### src/rtl/ocp_shutdown_seq.sv
`timescale 1ns/1ps
module ocp_shutdown_seq #(
  parameter int FULL    = 1000,
  parameter int STEP_UP = 1,
  parameter int STEP_DN = 1,
  parameter int BLANK   = 45,
  parameter int RST_MIN = 20
) (
  input  logic clk,
  input  logic rst_n,
  input  logic oc_hi,
  input  logic oc_lo,
  input  logic drv_hi,
  input  logic drv_lo,
  input  logic sup_a_ok,
  input  logic sup_b_ok,
  input  logic latch_mode,
  input  logic ext_req,
  output logic halt,
  output logic fault
);
  localparam int LO = FULL * 3 / 10;
  localparam int HI = FULL * 7 / 10;
  localparam int CW = $clog2(FULL + 1);
  localparam int BW = $clog2(BLANK + 1);
  localparam int RW = $clog2(RST_MIN + 1);

  logic [1:0]    req_ff;
  logic          req_s;
  logic [RW-1:0] rq;
  logic          qualify;
  logic [1:0]    drv_v, oc_v, armed;
  logic          oc_hit, sup_ok, rel, rel_eff, flt, shut;
  logic [CW-1:0] cnt, cnt_up, cnt_dn;
  logic [CW:0]   up_sum;

  assign drv_v   = {drv_hi, drv_lo};
  assign oc_v    = {oc_hi, oc_lo};
  assign req_s   = req_ff[1];
  assign sup_ok  = sup_a_ok & sup_b_ok;
  assign oc_hit  = |(drv_v & oc_v & armed);
  assign rel_eff = rel | ~latch_mode;
  assign qualify = req_s && (rq == RW'(RST_MIN - 1));

  genvar s;
  for (s = 0; s < 2; s++) begin : g_side
    logic [BW-1:0] bc;
    always_ff @(posedge clk or negedge rst_n) begin
      if (!rst_n)                 bc <= '0;
      else if (!drv_v[s])         bc <= '0;
      else if (bc != BW'(BLANK))  bc <= bc + 1'b1;
    end
    assign armed[s] = drv_v[s] && (bc == BW'(BLANK));
  end

  always_ff @(posedge clk or negedge rst_n) begin
    if (!rst_n) begin
      req_ff <= '0;
      rq     <= '0;
    end else begin
      req_ff <= {req_ff[0], ext_req};
      if (!req_s)                   rq <= '0;
      else if (rq != RW'(RST_MIN))  rq <= rq + 1'b1;
    end
  end

  assign up_sum = {1'b0, cnt} + (CW+1)'(STEP_UP);
  assign cnt_up = (up_sum > (CW+1)'(FULL)) ? CW'(FULL) : up_sum[CW-1:0];
  assign cnt_dn = (cnt >= CW'(STEP_DN)) ? cnt - CW'(STEP_DN) : '0;

  always_ff @(posedge clk or negedge rst_n) begin
    if (!rst_n) begin
      cnt  <= '0;
      flt  <= 1'b0;
      shut <= 1'b1;
      rel  <= 1'b0;
    end else if (!sup_ok) begin
      cnt  <= '0;
      flt  <= 1'b0;
      shut <= 1'b1;
      rel  <= 1'b0;
    end else if (req_s) begin
      cnt  <= '0;
      flt  <= 1'b0;
      shut <= 1'b1;
      if (qualify) rel <= 1'b1;
    end else if (oc_hit && !shut) begin
      flt  <= 1'b1;
      shut <= 1'b1;
      if (latch_mode) rel <= 1'b0;
    end else if (flt) begin
      if (!latch_mode) begin
        if (cnt < CW'(LO)) flt <= 1'b0;
        else               cnt <= cnt_dn;
      end
    end else if (rel_eff) begin
      cnt <= cnt_up;
      if (shut && cnt >= CW'(HI)) shut <= 1'b0;
    end
  end

  assign halt  = shut | ~sup_ok;
  assign fault = flt | shut;
endmodule

### config.mk
export PLATFORM = sky130hd
export DESIGN_NAME = ocp_shutdown_seq
export DESIGN_NICKNAME = d
export VERILOG_FILES = /design/src/rtl/ocp_shutdown_seq.sv
export SDC_FILE = /design/constraint.sdc
export NUM_CORES = 1
export LEC_CHECK = 0
export ABC_AREA = 1
export ABC_CLOCK_PERIOD_IN_PS = 1800
export BUFFER_PORTS_ARGS = -buffer_cell sky130_fd_sc_hd__buf_2
export CAP_MARGIN = 20
export CORE_ASPECT_RATIO = 0.5
export CORE_MARGIN = 2
export CORE_UTILIZATION = 61
export DETAILED_ROUTE_END_ITERATION = 12
export PLACE_DENSITY = 0.8
export SLEW_MARGIN = 15
export SYNTH_ARGS = -nofsm -noshare
export SYNTH_HDL_FRONTEND = slang
export SYNTH_SLANG_ARGS = --single-unit
### constraint.sdc
create_clock -name clk -period 1.8 [get_ports clk]
set_clock_uncertainty 0.05 [all_clocks]
set_input_delay 0.18 -clock clk [delete_from_list [all_inputs] [get_ports clk]]
set_output_delay 0.18 -clock clk [all_outputs]
set_load 0.01 [all_outputs]
==> summary.txt, run 1 <==
Die
  – Die area: around 0.0041 mm^2
  – IO Pins: 12
  – Overall die width: 88.25 um
  – Core area: roughly 0.0034 mm^2
  – Initial Util: 63.37%
  – Num rows: 15
  – Die Y-Extent: 46.12 um

Cells and area
  – Antenna fix cells: 0
  – Final core occ: 77.11%
  – Final #Nets: around 350
  – Area delta synth->final: 21.68%
  – Final instance area: 0.002634 mm^2
  – Share of cells above drive strength 1: about a quarter

Timing
  – Slew of the pin with the lowest slew margin: 0.7315 ns
  – Final setup margin: -0.02782 ns
  – Count of pins over their slew limit: 0
  – Slew margin rel.: 51.23%
  – Final-report hold violation count: 0
  – Unrepaired setup endpoints after global routing: true
  – Min Tclk post-route: 1.828 ns
  – Final worst-path cycle share: 101.5%
  – Final setup fails: 4
  – Peak Freq: 547.1 MHz

Synth
  – Syn nets: 321
  – Async set-reset flop share out of synthesis: between 90% and 100%
  – Register bit total from synthesis: 32
  – Average cell area after synthesis: between 7 and 8 um^2
  – Seq/Total Area, Yosys: between 30% and 40%
  – Post-synthesis cell area: 0.002165 mm^2
  – Synthesized instance count: around 300
  – Number of enable flip-flop cells after synthesis: 0
  – Yosys top cell area share: 35.84%
  – Synth area leaders: dfrtp_1, nand2_1, inv_1
  – Yosys Warn Count: 0
  – Netlist cell types: 31
  – Synth area leader: dfrtp_1
  – Most used flip-flop cell after synthesis: dfrtp_1

Power
  – Sequential power share: 48.0%
  – Sw Pwr: 0.0004213 W
  – Peak ir drop on the vdd network: 0.4868 mV
  – Clock power frac: 41.2%
  – Int Pwr: 0.001247 W
  – Switch share: between 20% and 30%
  – Leakage Power: 1.358 nW
  – Cell Pwr Density: 633.5 mW/mm^2
  – Combinational share of power: 10.8%

Setup path
  – CP required: 1.93 ns
  – Crit start category: register
  – Worst setup EP type: register
  – CP max FO: 8
  – Data arrival, critical path: 1.96 ns
  – WS Path Type: reg -> reg
  – Number of cells on the worst reg-to-reg path: 9

Route
  – WL final: 5362 um
  – Initial DRC count: 191
  – TritonRoute pass-1 iters: 5
  – DR vias/cell: 5.484
  – Post-route DRC: 0
  – Antenna viol nets, final: 0
  – Routed wire per std cell: 13.96 um
  – DR vias: 2106

Hold path
  – Hold Crit Depth: 3
  – Hold Path Class: in -> reg

Place
  – GP Congestion: just over 0.9
  – Placed inst area: 0.002374 mm^2
  – Count of input and output buffers: 11
  – DP Wirelength: between 3000 and 4000 um

Global route
  – Vias in the first global route: between 1.5k and 2k
  – Initial antenna violation count: 0
  – Grt ovf: 0
  – First-pass GRT wire length: 8349 um
  – Total GRT Usage: between 20 and 30%
  – Pin count of the biggest net entering global routing: 33

Clocking
  – Clock Latency Late Sink: 0.29 ns
  – CTS H-tree lvls: 2
  – Clock root buffer: clkbuf_8
  – CTS tree: done
  – Clock buffer depth: 2
  – Clock sinks: 32
  – Cts bufs inserted: 5
  – Clk pin slew, worst setup/hold paths: 0.07 ns

Status
  – Outcome: finished, violations left
  – Failing checks: negative setup slack

Job
  – Max-Cap Viols: 0
-- power by group through the flow --
stage          registers, W  clock network (W)  logic, W
5_1_grt            0.000806           0.000723  0.000209
4_1_cts            0.000797           0.000692  0.000176
6_report           0.000800           0.000688  0.000181
3_3_place_gp       0.000807                  0  0.000163
2_1_floorplan      0.000804                  0  0.000108
3_5_place_dp       0.000811                  0  0.000173
-- layout make-up --
type	instances	area, um^2
inverters	38	142.6
clock buffers	6	72.57
multi-input cells	225	1294
repair buffers	30	219.0
well taps	51	63.81
clock inverters	2	35.03
fillers	259	782.0
flip-flops and latches	32	807.0
-- metal layers --
metal | vias to the layer above | wire [um] | GRT usage, %
li1 | 1021 | - | -
met1 | 986 | 2299 | 35.15
met2 | 78 | 2559 | 49.47
met3 | 21 | 342 | 6.631
met4 | 0 | 161 | 7.576
met5 | - | 0 | 0
-- cell usage after synthesis, types with 2 or more instances --
cell type,count
xor2_1,10
nor2_1,32
buf_2,4
nand2_1,78
nand2_2,12
a31oi_1,6
inv_1,34
a21oi_1,12
ha_1,10
inv_2,3
clkbuf_1,2
nor2_2,4
nor3_1,5
o21ai_0,16
xnor2_1,2
dfrtp_1,31
nand3_1,22
nand4_1,3
o211ai_1,3
-- worst paths after layout --
| check | end | slack [ns] | from |
|---|---|---|---|
| min reg2reg | req_ff[1] | 0.32 | req_ff[0] |
| min | g_side[1].bc[3] | 0.1 | drv_hi |
| max reg2reg | cnt[2] | -0.03 | cnt[5] |
| max in group asynchronous | cnt[1] | 0.73 | rst_n |
| max | cnt[2] | -0.03 | cnt[5] |
| min in group asynchronous | g_side[0].bc[2] | 0.45 | rst_n |
-- cells by family (layout without fill, tap and decap cells) --
logic type               count (synthesis)  in the layout  synth area share [%]
AND/OR/NAND/NOR                        160            160                 32.66
adder cells (fa/ha/maj)                 10             10                 5.780
flip-flops                              32             32                 37.05
XOR/XNOR                                12             12                 4.855
AO/OA/AOI/OAI                           43             43                 11.79
buffers and inverters                   44             76                 7.861
-- critical path: stages (launching register included) --
cell      delay (ns)
dfrtp_1         0.53
nand2_2         0.19
o21ai_1         0.24
nand2_1         0.14
nor2_4          0.14
nand2_4         0.06
o21bai_4        0.14
nand2_2         0.09
nand2_1         0.08
nand2_1         0.05
-- registers in the layout (all words and copies together), names as in the netlist --
signal,count
g_side.bc,12
flt,1
req_ff,2
shut,1
rel,1
rq,5
cnt,10
-- metrics by stage --
step	setup TNS, ns	setup WS, ns	total power (W)	cells	hold slack [ns]
detailed placement	0	0.03369	0.0009834	371	0.2336
finish	-0.09299	-0.02782	0.001668	384	0.09757
floorplan	0	0.1569	0.0009126	301	-0.1656
CTS	0	0.01234	0.001665	381	0.08922
global route	-0.7269	-0.1515	0.001738	384	0.09802
global placement	0	0.09924	0.0009700	371	0.2165
-- repair_timing --
item                                    4_1_cts  5_1_grt
hold buffers                                  2        0
endpoints found under the setup margin        0       11
gates resized for setup                       0       28
hold endpoints to repair                     32        0
buffers inserted                              0        3
-- cells in the final DEF (no fill, tap or decap), types with 2 or more instances in the layout --
| master | synthesis | final |
|---|---|---|
| nor3_2 | 0 | 2 |
| nand3_1 | 22 | 20 |
| inv_2 | 3 | 5 |
| buf_4 | 0 | 15 |
| nor3_1 | 5 | 3 |
| nand2_2 | 12 | 14 |
| a21oi_1 | 12 | 12 |
| nand3_2 | 1 | 2 |
| nor2_1 | 32 | 32 |
| ha_1 | 10 | 8 |
| nor2_4 | 1 | 4 |
| a31oi_1 | 6 | 6 |
| o21ai_0 | 16 | 16 |
| dlygate4sd3_1 | 0 | 2 |
| dfrtp_2 | 0 | 4 |
| xnor2_1 | 2 | 2 |
| dfrtp_1 | 31 | 27 |
| o211ai_1 | 3 | 3 |
| nand2_4 | 0 | 3 |
| inv_1 | 34 | 32 |
| buf_2 | 4 | 11 |
| nand2_1 | 78 | 73 |
| nand4_1 | 3 | 3 |
| xor2_1 | 10 | 10 |
| clkbuf_8 | 0 | 5 |
No activity file was read; power rests on OpenSTA's default activity.
==> inputs of run 2 (changes only) <==
--- a/config.mk
+++ b/config.mk
@@ -8,12 +8,11 @@
 export ABC_AREA = 1
 export ABC_CLOCK_PERIOD_IN_PS = 1800
 export BUFFER_PORTS_ARGS = -buffer_cell sky130_fd_sc_hd__buf_2
-export CAP_MARGIN = 20
+export CAP_MARGIN = 0
 export CORE_ASPECT_RATIO = 0.5
 export CORE_MARGIN = 2
-export CORE_UTILIZATION = 61
+export CORE_UTILIZATION = 45
 export DETAILED_ROUTE_END_ITERATION = 12
-export PLACE_DENSITY = 0.8
 export SLEW_MARGIN = 15
 export SYNTH_ARGS = -nofsm -noshare
 export SYNTH_HDL_FRONTEND = slang
==> run 2 against run 1 <==
  * The flow now finishes without violations
  * Flip-flop and latch count is the same
  * Die area grew 33%
  * Non-clock buffer count rose by 6
  * Combinational power grew 23%
  * Sequential share of layout area decreased by 1.5 points
  * Power increased by 3.4%
  * Critical path depth increased by 4
  * Global-route usage decreased by 7.7 points
  * Critical endpoint is now cnt[0]
  * Highest routed layer unchanged
==> summary.txt, run 2 (synthesis gave the netlist of run 1 again) <==
Setup path
  – CP max FO: 5 (was 8)
  – CP required: 1.96 ns (was 1.93 ns)
  – Crit start category: register (unchanged)
  – Worst setup EP type: register (unchanged)
  – WS Path Type: reg -> reg (unchanged)
  – Data arrival, critical path: 1.93 ns (was 1.96 ns)

Die
  – Overall die width: 102.1 um (was 88.25 um)
  – Initial Util: 48.00% (was 63.37%)
  – Core area: 0.004509 mm^2 (was 0.003416 mm^2)
  – Die area: 0.005415 mm^2 (was 0.004070 mm^2)
  – Num rows: 17 (was 15)
  – Die Y-Extent: 53.04 um (was 46.12 um)
  – IO Pins: 12 (unchanged)

Cells and area
  – Area delta synth->final: 28.09% (was 21.68%)
  – Fillers: 437 (was 259)
  – Final instance area: 0.002773 mm^2 (was 0.002634 mm^2)
  – Antenna fix cells: 0 (unchanged)
  – Top reg by flops: g_side.bc (unchanged)
  – Most common cell after layout, fill and taps aside: nand2_1 (unchanged)
  – Final #Nets: 358 (was 352)
  – Most frequent cells in the layout: nand2_1, inv_1, nor2_1 (unchanged)
  – Final core occ: 61.49% (was 77.11%)
  – Biggest regs: g_side.bc (12), cnt (10), rq (5) (unchanged)
  – Share of cells above drive strength 1: 29.50% (was 23.42%)
  – Max reg flops: 12 (unchanged)

Power
  – Sw Pwr: 0.0004476 W (was 0.0004213 W)
  – Clock power frac: 40.4% (was 41.2%)
  – Int Pwr: 0.001277 W (was 0.001247 W)
  – Leakage Power: 1.380 nW (was 1.358 nW)
  – Combinational share of power: 12.9% (was 10.8%)
  – Sequential power share: 46.6% (was 48.0%)
  – Switch share: 25.95% (was 25.25%)
  – Peak ir drop on the vdd network: 0.5294 mV (was 0.4868 mV)
  – Cell Pwr Density: 622.0 mW/mm^2 (was 633.5 mW/mm^2)

Clocking
  – Clock sinks: 32 (unchanged)
  – Cts bufs inserted: 5 (unchanged)
  – Clock buffer depth: 2 (unchanged)
  – Clock Latency Late Sink: 0.28 ns (was 0.29 ns)
  – CTS tree: done (unchanged)
  – Clk pin slew, worst setup/hold paths: 0.07 ns (about the same)
  – CTS H-tree lvls: 2 (unchanged)
  – Clock root buffer: clkbuf_8 (unchanged)

Route
  – WL final: 5115 um (was 5362 um)
  – Antenna viol nets, final: 0 (unchanged)
  – Post-route DRC: 0 (unchanged)
  – Initial DRC count: 57 (was 191)
  – Routed wire per std cell: 12.63 um (was 13.96 um)
  – TritonRoute pass-1 iters: 4 (was 5)
  – DR vias: 2004 (was 2106)
  – DR vias/cell: 4.948 (was 5.484)

Timing
  – Slew of the pin with the lowest slew margin: 0.7460 ns (was 0.7315 ns)
  – Slew margin rel.: 50.27% (was 51.23%)
  – Unrepaired setup endpoints after global routing: true (unchanged)
  – Min Tclk post-route: 1.763 ns (was 1.828 ns)
  – Minimum hold slack: 0.1079 ns (was 0.09757 ns)
  – Count of pins over their slew limit: 0 (unchanged)
  – Final-report hold violation count: 0 (unchanged)
  – Peak Freq: 567.2 MHz (was 547.1 MHz)
  – Final worst-path cycle share: 97.95% (was 101.5%)
  – Final setup fails: 0 (was 4)

Place
  – GP Congestion: 0.9055 (was 0.9242)
  – DP Wirelength: 3496 um (was 3645 um)
  – Placed inst area: 0.002415 mm^2 (was 0.002374 mm^2)
  – Count of input and output buffers: 11 (unchanged)

Global route
  – First-pass GRT wire length: 8418 um (was 8349 um)
  – Grt ovf: 0 (unchanged)
  – Initial antenna violation count: 0 (unchanged)
  – Vias in the first global route: 1939 (was 1894)
  – Total GRT Usage: 20.22% (was 27.91%)
  – Pin count of the biggest net entering global routing: 33 (unchanged)

Hold path
  – Hold Path Class: in -> reg (unchanged)

Job
  – Max-Cap Viols: 0 (unchanged)

Status
  – Outcome: completed (was finished, violations left)
==> run 2: final timing paths <==
check                                 from         endpoint  slack [ns]  depth (start not counted)
setup / recovery           g_side[0].bc[1]           cnt[0]        0.04                         13
hold / removal                      drv_hi  g_side[1].bc[3]        0.11                          3
setup reg to reg           g_side[0].bc[1]           cnt[0]        0.04                         13
hold reg to reg                  req_ff[0]        req_ff[1]        0.31                          0
max in group asynchronous            rst_n           cnt[0]        0.72                          2
min in group asynchronous            rst_n           cnt[9]        0.44                          2
==> run 2: stage by stage <==
stage          setup WS [ns]  cells   power, W  setup TNS (ns)
2_1_floorplan         0.1569    301  0.0009126               0
3_3_place_gp        0.005926    389  0.0009757               0
3_5_place_dp       -0.008889    389  0.0009910        -0.02695
4_1_cts              0.02802    400   0.001692               0
5_1_grt             -0.07038    405   0.001809         -0.5447
6_report             0.03688    405   0.001725               0
==> run 2: area by class of cell <==
cell class / instances / area, um^2 / share of cell area (%)
Inverter: 38 / 142.6 / 5.144
Clock buffer: 6 / 72.57 / 2.617
Multi-Input combinational cell: 225 / 1351 / 48.74
Sequential cell: 32 / 807.0 / 29.11
Clock inverter: 2 / 35.03 / 1.264
Tap cell: 66 / 82.58 / 2.978
Timing Repair Buffer: 36 / 281.5 / 10.15
==> run 2: critical path: stages, from the launching register on <==
cell and delay [ns]:
dfrtp_1 0.39, inv_2 0.09, ha_4 0.13, nand2_2 0.04
nor2_2 0.13, nand2_2 0.08, inv_2 0.07, nand2_2 0.04
nand2_2 0.08, nand2_4 0.07, a21oi_4 0.24, clkbuf_16 0.20
nand2_2 0.04, nand2_1 0.05
==> run 2: timing repair <==
action | in CTS | in global routing
hold buffers | 2 | 0
pin swaps | 1 | 21
setup endpoints to repair | 7 | 11
resized for setup | 2 | 43
cloned | 0 | 1
buffers inserted | 1 | 4
endpoints found under the hold margin | 32 | 0
==> run 2: routing by layer <==
metal / share of wire, % / up-vias / global-route usage [%] / routed length, um
met1: 48 / 921 / 26.08 / 2450
met4: 1.1 / 0 / 4.667 / 57
li1: - / 1037 / - / -
met5: 0 / - / 0 / 0
met2: 47 / 39 / 34.65 / 2406
met3: 3.9 / 7 / 5.020 / 201
==> run 2: power groups by stage <==
stage | Clock [W] | Sequential, W | Combinational [W]
after detailed placement | 0 | 0.000810 | 0.000181
after CTS | 0.000712 | 0.000796 | 0.000185
after floorplan | 0 | 0.000804 | 0.000108
after global routing | 0.000740 | 0.000810 | 0.000260
after global placement | 0 | 0.000808 | 0.000168
final | 0.000697 | 0.000804 | 0.000223
